### config.mk
export PLATFORM = sky130hd
export DESIGN_NAME = dst_guard
export DESIGN_NICKNAME = d
export VERILOG_FILES = /design/src/rtl/dst_pkg.sv /design/src/rtl/dst_sync.sv /design/src/rtl/dst_timer.sv /design/src/rtl/dst_gate.sv /design/src/rtl/dst_guard.sv
export SDC_FILE = /design/constraint.sdc
export NUM_CORES = 1
export LEC_CHECK = 0
export ABC_AREA = 1
export BUFFER_PORTS_ARGS = -buffer_cell sky130_fd_sc_hd__buf_2
export CAP_MARGIN = 40
export CORE_UTILIZATION = 60
export DETAILED_ROUTE_END_ITERATION = 10
export PLACE_DENSITY_LB_ADDON = 0.08
export SYNTH_ARGS = -nofsm -noshare
export SYNTH_HDL_FRONTEND = slang
export SYNTH_SLANG_ARGS = --single-unit
### constraint.sdc
create_clock -name clk -period 1.8 [get_ports clk]
set_input_delay 0.54 -clock clk [delete_from_list [all_inputs] [get_ports clk]]
set_output_delay 0.54 -clock clk [all_outputs]
set_load 0.005 [all_outputs]
### src/rtl/dst_pkg.sv
package dst_pkg;

  // Bus level requested on the transmit-data line
  typedef enum logic {
    LVL_DOM = 1'b0,
    LVL_REC = 1'b1
  } bus_lvl_e;

  // True when the level requests a driven (dominant) bus
  function automatic logic wants_dominant(input logic lvl);
    return (lvl == LVL_DOM);
  endfunction

endpackage

### src/rtl/dst_sync.sv
module dst_sync #(
  parameter int STAGES = 2
) (
  input  logic clk,
  input  logic rst_n,
  input  logic d_i,
  output logic q_o
);
  import dst_pkg::*;

  generate
    if (STAGES == 0) begin : g_bypass
      assign q_o = d_i;
    end else begin : g_chain
      logic [STAGES-1:0] stg_q;
      // Resets to dominant so a floating input is timed from reset
      always_ff @(posedge clk or negedge rst_n) begin
        if (!rst_n) begin
          stg_q <= {STAGES{LVL_DOM}};
        end else if (STAGES == 1) begin
          stg_q[0] <= d_i;
        end else begin
          stg_q <= {stg_q[STAGES-2:0], d_i};
        end
      end
      assign q_o = stg_q[STAGES-1];
    end
  endgenerate

endmodule

### src/rtl/dst_timer.sv
module dst_timer #(
  parameter int LIMIT = 9000
) (
  input  logic clk,
  input  logic rst_n,
  input  logic lvl_i,
  input  logic tick_i,
  output logic tripped_o
);
  import dst_pkg::*;

  localparam int CNT_W = (LIMIT < 2) ? 1 : $clog2(LIMIT + 1);
  localparam logic [CNT_W-1:0] LAST = CNT_W'(LIMIT - 1);

  logic [CNT_W-1:0] cnt_q;
  logic             trip_q;

  // Count while dominant; any recessive sample restarts. Stops once tripped.
  always_ff @(posedge clk or negedge rst_n) begin
    if (!rst_n) begin
      cnt_q  <= '0;
      trip_q <= 1'b0;
    end else if (!wants_dominant(lvl_i)) begin
      cnt_q  <= '0;
      trip_q <= 1'b0;
    end else if (tick_i && !trip_q) begin
      cnt_q <= cnt_q + 1'b1;
      if (cnt_q == LAST) begin
        trip_q <= 1'b1;
      end
    end
  end

  assign tripped_o = trip_q;

endmodule

### src/rtl/dst_gate.sv
module dst_gate (
  input  logic lvl_i,
  input  logic en_i,
  input  logic fault_i,
  input  logic tripped_i,
  output logic drv_o
);
  import dst_pkg::*;

  always_comb begin
    drv_o = en_i & ~fault_i & ~tripped_i & wants_dominant(lvl_i);
  end

endmodule

### src/rtl/dst_guard.sv
module dst_guard #(
  parameter int TIMEOUT_TICKS = 9000,
  parameter int SYNC_STAGES   = 2
) (
  input  logic clk,
  input  logic rst_n,
  input  logic txd_i,
  input  logic tx_en_i,
  input  logic thermal_fault_i,
  input  logic tick_i,
  output logic drv_on_o,
  output logic dom_timeout_o
);

  logic txd_s;
  logic trip;

  dst_sync #(.STAGES(SYNC_STAGES)) u_sync (
    .clk   (clk),
    .rst_n (rst_n),
    .d_i   (txd_i),
    .q_o   (txd_s)
  );

  dst_timer #(.LIMIT(TIMEOUT_TICKS)) u_timer (
    .clk       (clk),
    .rst_n     (rst_n),
    .lvl_i     (txd_s),
    .tick_i    (tick_i),
    .tripped_o (trip)
  );

  dst_gate u_gate (
    .lvl_i     (txd_s),
    .en_i      (tx_en_i),
    .fault_i   (thermal_fault_i),
    .tripped_i (trip),
    .drv_o     (drv_on_o)
  );

  assign dom_timeout_o = trip;

endmodule

Word level (Yosys, flattened, before mapping):

Index checks and enable logic that the tools add are counted.

* register bits: 17
* input bits: 6
* logic and storage cells: 21
* output and inout bits: 2

* add/sub/neg operators: 1
* eq/ne operators: 1
* mux-type cells: 5
* bitwise logic cells: 6
* reductions and logical operators: 5

Operators by type and width (count)
* $mux W14: 2
* $add A14 B1 Y14 const B: 1
* $eq A14 B14 Y1 const B: 1
* $reduce_bool A2 Y1: 2
* $and A1 B1 Y1: 3
* $mux W1: 3
* $not A1 Y1: 3
* $reduce_and A2 Y1: 1
* $logic_and A1 B1 Y1: 1
* $logic_not A1 Y1: 1

Longest topological paths before layout:

* depth in word-level cells: 4
* depth in mapped cells: 8
* mapped depth without buffers: 8

Hierarchy:

Synthesis repeated with hierarchy kept, for this count alone.

* cells, all modules: 135
* area, all modules: 979.7 um^2

By module, submodules not included
* dst_timer: instances 1, area an instance 907.1 um^2, cells an instance 127, sequential area each 375.4 um^2
* dst_sync: instances 1, area an instance 50.0 um^2, cells an instance 2, sequential area each 50.0 um^2
* dst_gate: instances 1, area an instance 22.5 um^2, cells an instance 6, sequential area each 0.0 um^2

Worst setup path before layout:

Ideal clock, no wire load.

* path kind: register to output
* from: reg u_sync.g_chain.stg_q[1]
* to: out drv_on_o
* slack: 385 ps
* data required time: 1260 ps
* data arrival time: 875 ps
* stages on the path, launching flop included: 5
* path buffers: 1
* path through: dfrtp_1 > inv_1 > buf_2 > nand2_1 > nor3_1

* word-level cells in the longest chain between the ends: 2

Ends and longest elaborated chain
* start, declared: RTL line dst_sync.sv:15 `logic [STAGES-1:0] stg_q;`
* start signal, assigned: RTL line dst_sync.sv:19 `stg_q <= {STAGES{LVL_DOM}};`
* start signal, assigned: RTL line dst_sync.sv:23 `stg_q <= {stg_q[STAGES-2:0], d_i};`
* $not A1 Y1: RTL line dst_pkg.sv:11 `return (lvl == LVL_DOM);`
* $and A1 B1 Y1: RTL line dst_gate.sv:11 `drv_o = en_i & ~fault_i & ~tripped_i & wants_dominant(lvl_i);`
* end, declared: RTL line dst_guard.sv:11 `output logic drv_on_o,`

Every way passes these cells.

Final worst setup path:

* from: reg u_timer.trip_q (netlist: u_timer.tripped_o)
* to: out drv_on_o

* word-level cells in the longest chain between the ends: 3

Ends and longest elaborated chain
* start, declared: RTL line dst_timer.sv:16 `logic trip_q;`
* start signal, assigned: RTL line dst_timer.sv:22 `trip_q <= 1'b0;`
* start signal, assigned: RTL line dst_timer.sv:25 `trip_q <= 1'b0;`
* start signal, assigned: RTL line dst_timer.sv:29 `trip_q <= 1'b1;`
* $not A1 Y1: RTL line dst_gate.sv:11
* $and A1 B1 Y1 (2 in series): RTL line dst_gate.sv:11

Every way passes these cells.

==> results.cfg <==
[logic_synthesis]
syn-cell-area_um2 = 906
synth_cells = 124
synthesis.nets = 131
synth_cell_types = 18
ys_warn_count = 0
synth_area_per_cell_um2 = 7.31
synth.ff_latch_count = 17
synth_seq_area_share_pct = 47.0

[die]
dieHeight_um = 40.9
boundaryPins = 8
rows = 13
core_um2 = 1350
initial_utilization_pct = 67.1
die_area_um2 = 1670
die_w_um = 40.9

[detailed_routing]
wl_mm = 1.79
antenna_left = 0
num_vias = 811
route.detailed.drc = 0
avgViaCountPerCell = 5.41
drt_iter0_markers = 17
wl_per_cell_um = 11.9
drt_first_pass_iters = 4

[cts]
cts_tree = built
cts_buffers = 3
hold_buffers = 0
clock_latency_ns = 0.30
clkTransAtPathRegs_ns = 0.11
cts-root-buf = clkbuf_4
post-cts-setup-buffers = 0
cts_buffer_depth = 2
h-tree-depth = 1
cts_sinks = 17
cts_resized = 0

[timing]
fin_worst_skew_ns = 0.0125
hold_ws_ns = 0.142
worst_pin_slew_ns = 0.394
fin_setup_tns_ns = 0
report.final.setup_viol = 0
hold_viol_final = 0
finalCritPeriodShare_pct = 89.7
fin_ws_ns = 0.186
relSlewSlack_pct = 73.7
rsz0062_at_grt = no
layout_min_cycle_time_ns = 1.61
final_max_slew_viol_count = 0
max_freq_mhz = 619

[place]
io_buffers = 7
place_congestion = 0.839
dp_slack_ns = 0.346
hpwl_mm = 1.32

[finish]
regArea_um2 = 425
diodes = 0
fin_nets = 143
post-route-util_pct = 73.3
layout-drive-gt1-share_pct = 12.6
area_growth_syn_to_layout_pct = 9.25
fillers = 115
multi_input_area_um2 = 408

[global_route]
globalRouteOverflowTotal = 0
grt_pass1_wl_mm = 2.65
grt_start_max_net_pins = 18
grtUsageTotal_pct = 25.5
antenna_found_initial = 0
grt_pass1_vias = 702

[power]
power.total_w = 0.000643
p_leak_nw = 0.487
irDropWorstVdd_uv = 524
powerDensity_nw_per_um2 = 649

[setup_path]
crit_path_top_delay_cell = dfrtp_1
path_cells = nor3_1, buf_2
cp.arrival_ns = 1.07
worstSetupStartpointType = flip-flop
critPathKind = reg -> out
max_stage_delay_ns = 0.44
cp_max_fo = 4
cp.required_ns = 1.26
crit_path_end_kind = primary output

[status]
status = finished, final reports clean

[worst_hold_path]
hold_class = in -> async

[run]
max_cap_violations = 0
[stage by stage]
stage,instances,cell area [um2]
2_1_floorplan,124,906
3_3_place_gp,146,962
3_5_place_dp,146,962
4_1_cts,150,990
5_1_grt,150,990
6_report,150,990
[metal layers]
layer	up-vias	global-route usage (%)	share of wire [%]
met2	23	44.1	49
met5	-	0	0
li1	417	-	-
met4	0	15.0	2.0
met1	366	28.6	43
met3	5	4.89	5.1
[state kept, by name, indices dropped and copies added, names as in the netlist]
register / count
u_sync.g_chain.stg_q: 2
u_timer.cnt_q: 14
u_timer.tripped_o: 1
[cells in the final DEF, fill, tap and decap left out, types with 2 or more instances in the layout]
cell type,instances
o21ai_0,6
buf_2,7
dfrtp_1,17
nor2_1,19
a21oi_1,6
inv_1,17
nor3_1,3
nand3_1,6
nand2_1,34
o21ai_1,2
nand4_1,5
clkbuf_4,3
nor2_4,2
[final timing paths]
path	startpoint	endpoint	slack, ns	cells past startpoint
setup / recovery	u_timer.tripped_o	drv_on_o	0.19	2
hold / removal	rst_n	u_timer.cnt_q[6]	0.14	1
setup reg to reg	u_timer.cnt_q[1]	u_timer.cnt_q[10]	0.37	8
hold reg to reg	u_sync.g_chain.stg_q[0]	u_sync.g_chain.stg_q[1]	0.37	0
max in group asynchronous	rst_n	u_timer.cnt_q[7]	1.37	1
min in group clk	txd_i	u_sync.g_chain.stg_q[0]	0.33	1
[synth_stat cells]
cell / number / share of area (%)
inv_1: 17 / 7.0
nor2_1: 19 / 7.9
nor2_4: 2 / 2.5
ha_1: 1 / 1.4
nand2_2: 1 / 0.69
nand3b_1: 1 / 0.83
nand3_1: 6 / 3.3
o21ai_1: 2 / 1.1
nor2_2: 1 / 0.69
nor3_1: 3 / 1.7
o211ai_1: 1 / 0.83
dfrtp_1: 17 / 47
o21ai_0: 6 / 3.3
buf_2: 1 / 0.55
nand4_1: 5 / 3.5
inv_2: 1 / 0.41
a21oi_1: 6 / 3.3
nand2_1: 34 / 14
[power by group]
group / leakage, nW / internal (W) / switching [W]
logic: 0.237 / 0.0000136 / 0.0000272
registers: 0.232 / 0.000388 / 0.00000473
clock network: 0.0177 / 0.0000830 / 0.000126
total: 0.487 / 0.000484 / 0.000158
[critical path, delay by kind of cell, from the launching register on]
family,cells,cell delay (ns)
DFF,1,0.44
buffers and inverters,1,0.14
and+or+nand+nor,1,0.19
[logic make-up (layout without fill, tap and decap cells)]
logic type,count (synthesis),count (layout),synth area share [%]
fa+ha+maj,1,1,1.38
compound gates,15,15,8.56
simple gates,72,72,35.1
flops,17,17,47.0
buf+inv,19,30,8.01
[final cells by class]
| type | count | area share [%] |
|---|---|---|
| sequential | 17 | 43.0 |
| multi-input combinational | 88 | 41.2 |
| inverter | 18 | 6.83 |
| timing repair buffer | 8 | 4.30 |
| clock buffer | 3 | 2.28 |
| tap | 15 | 1.90 |
| clock inverter | 1 | 0.506 |
Note: power is estimated with default switching activity, not from simulation.
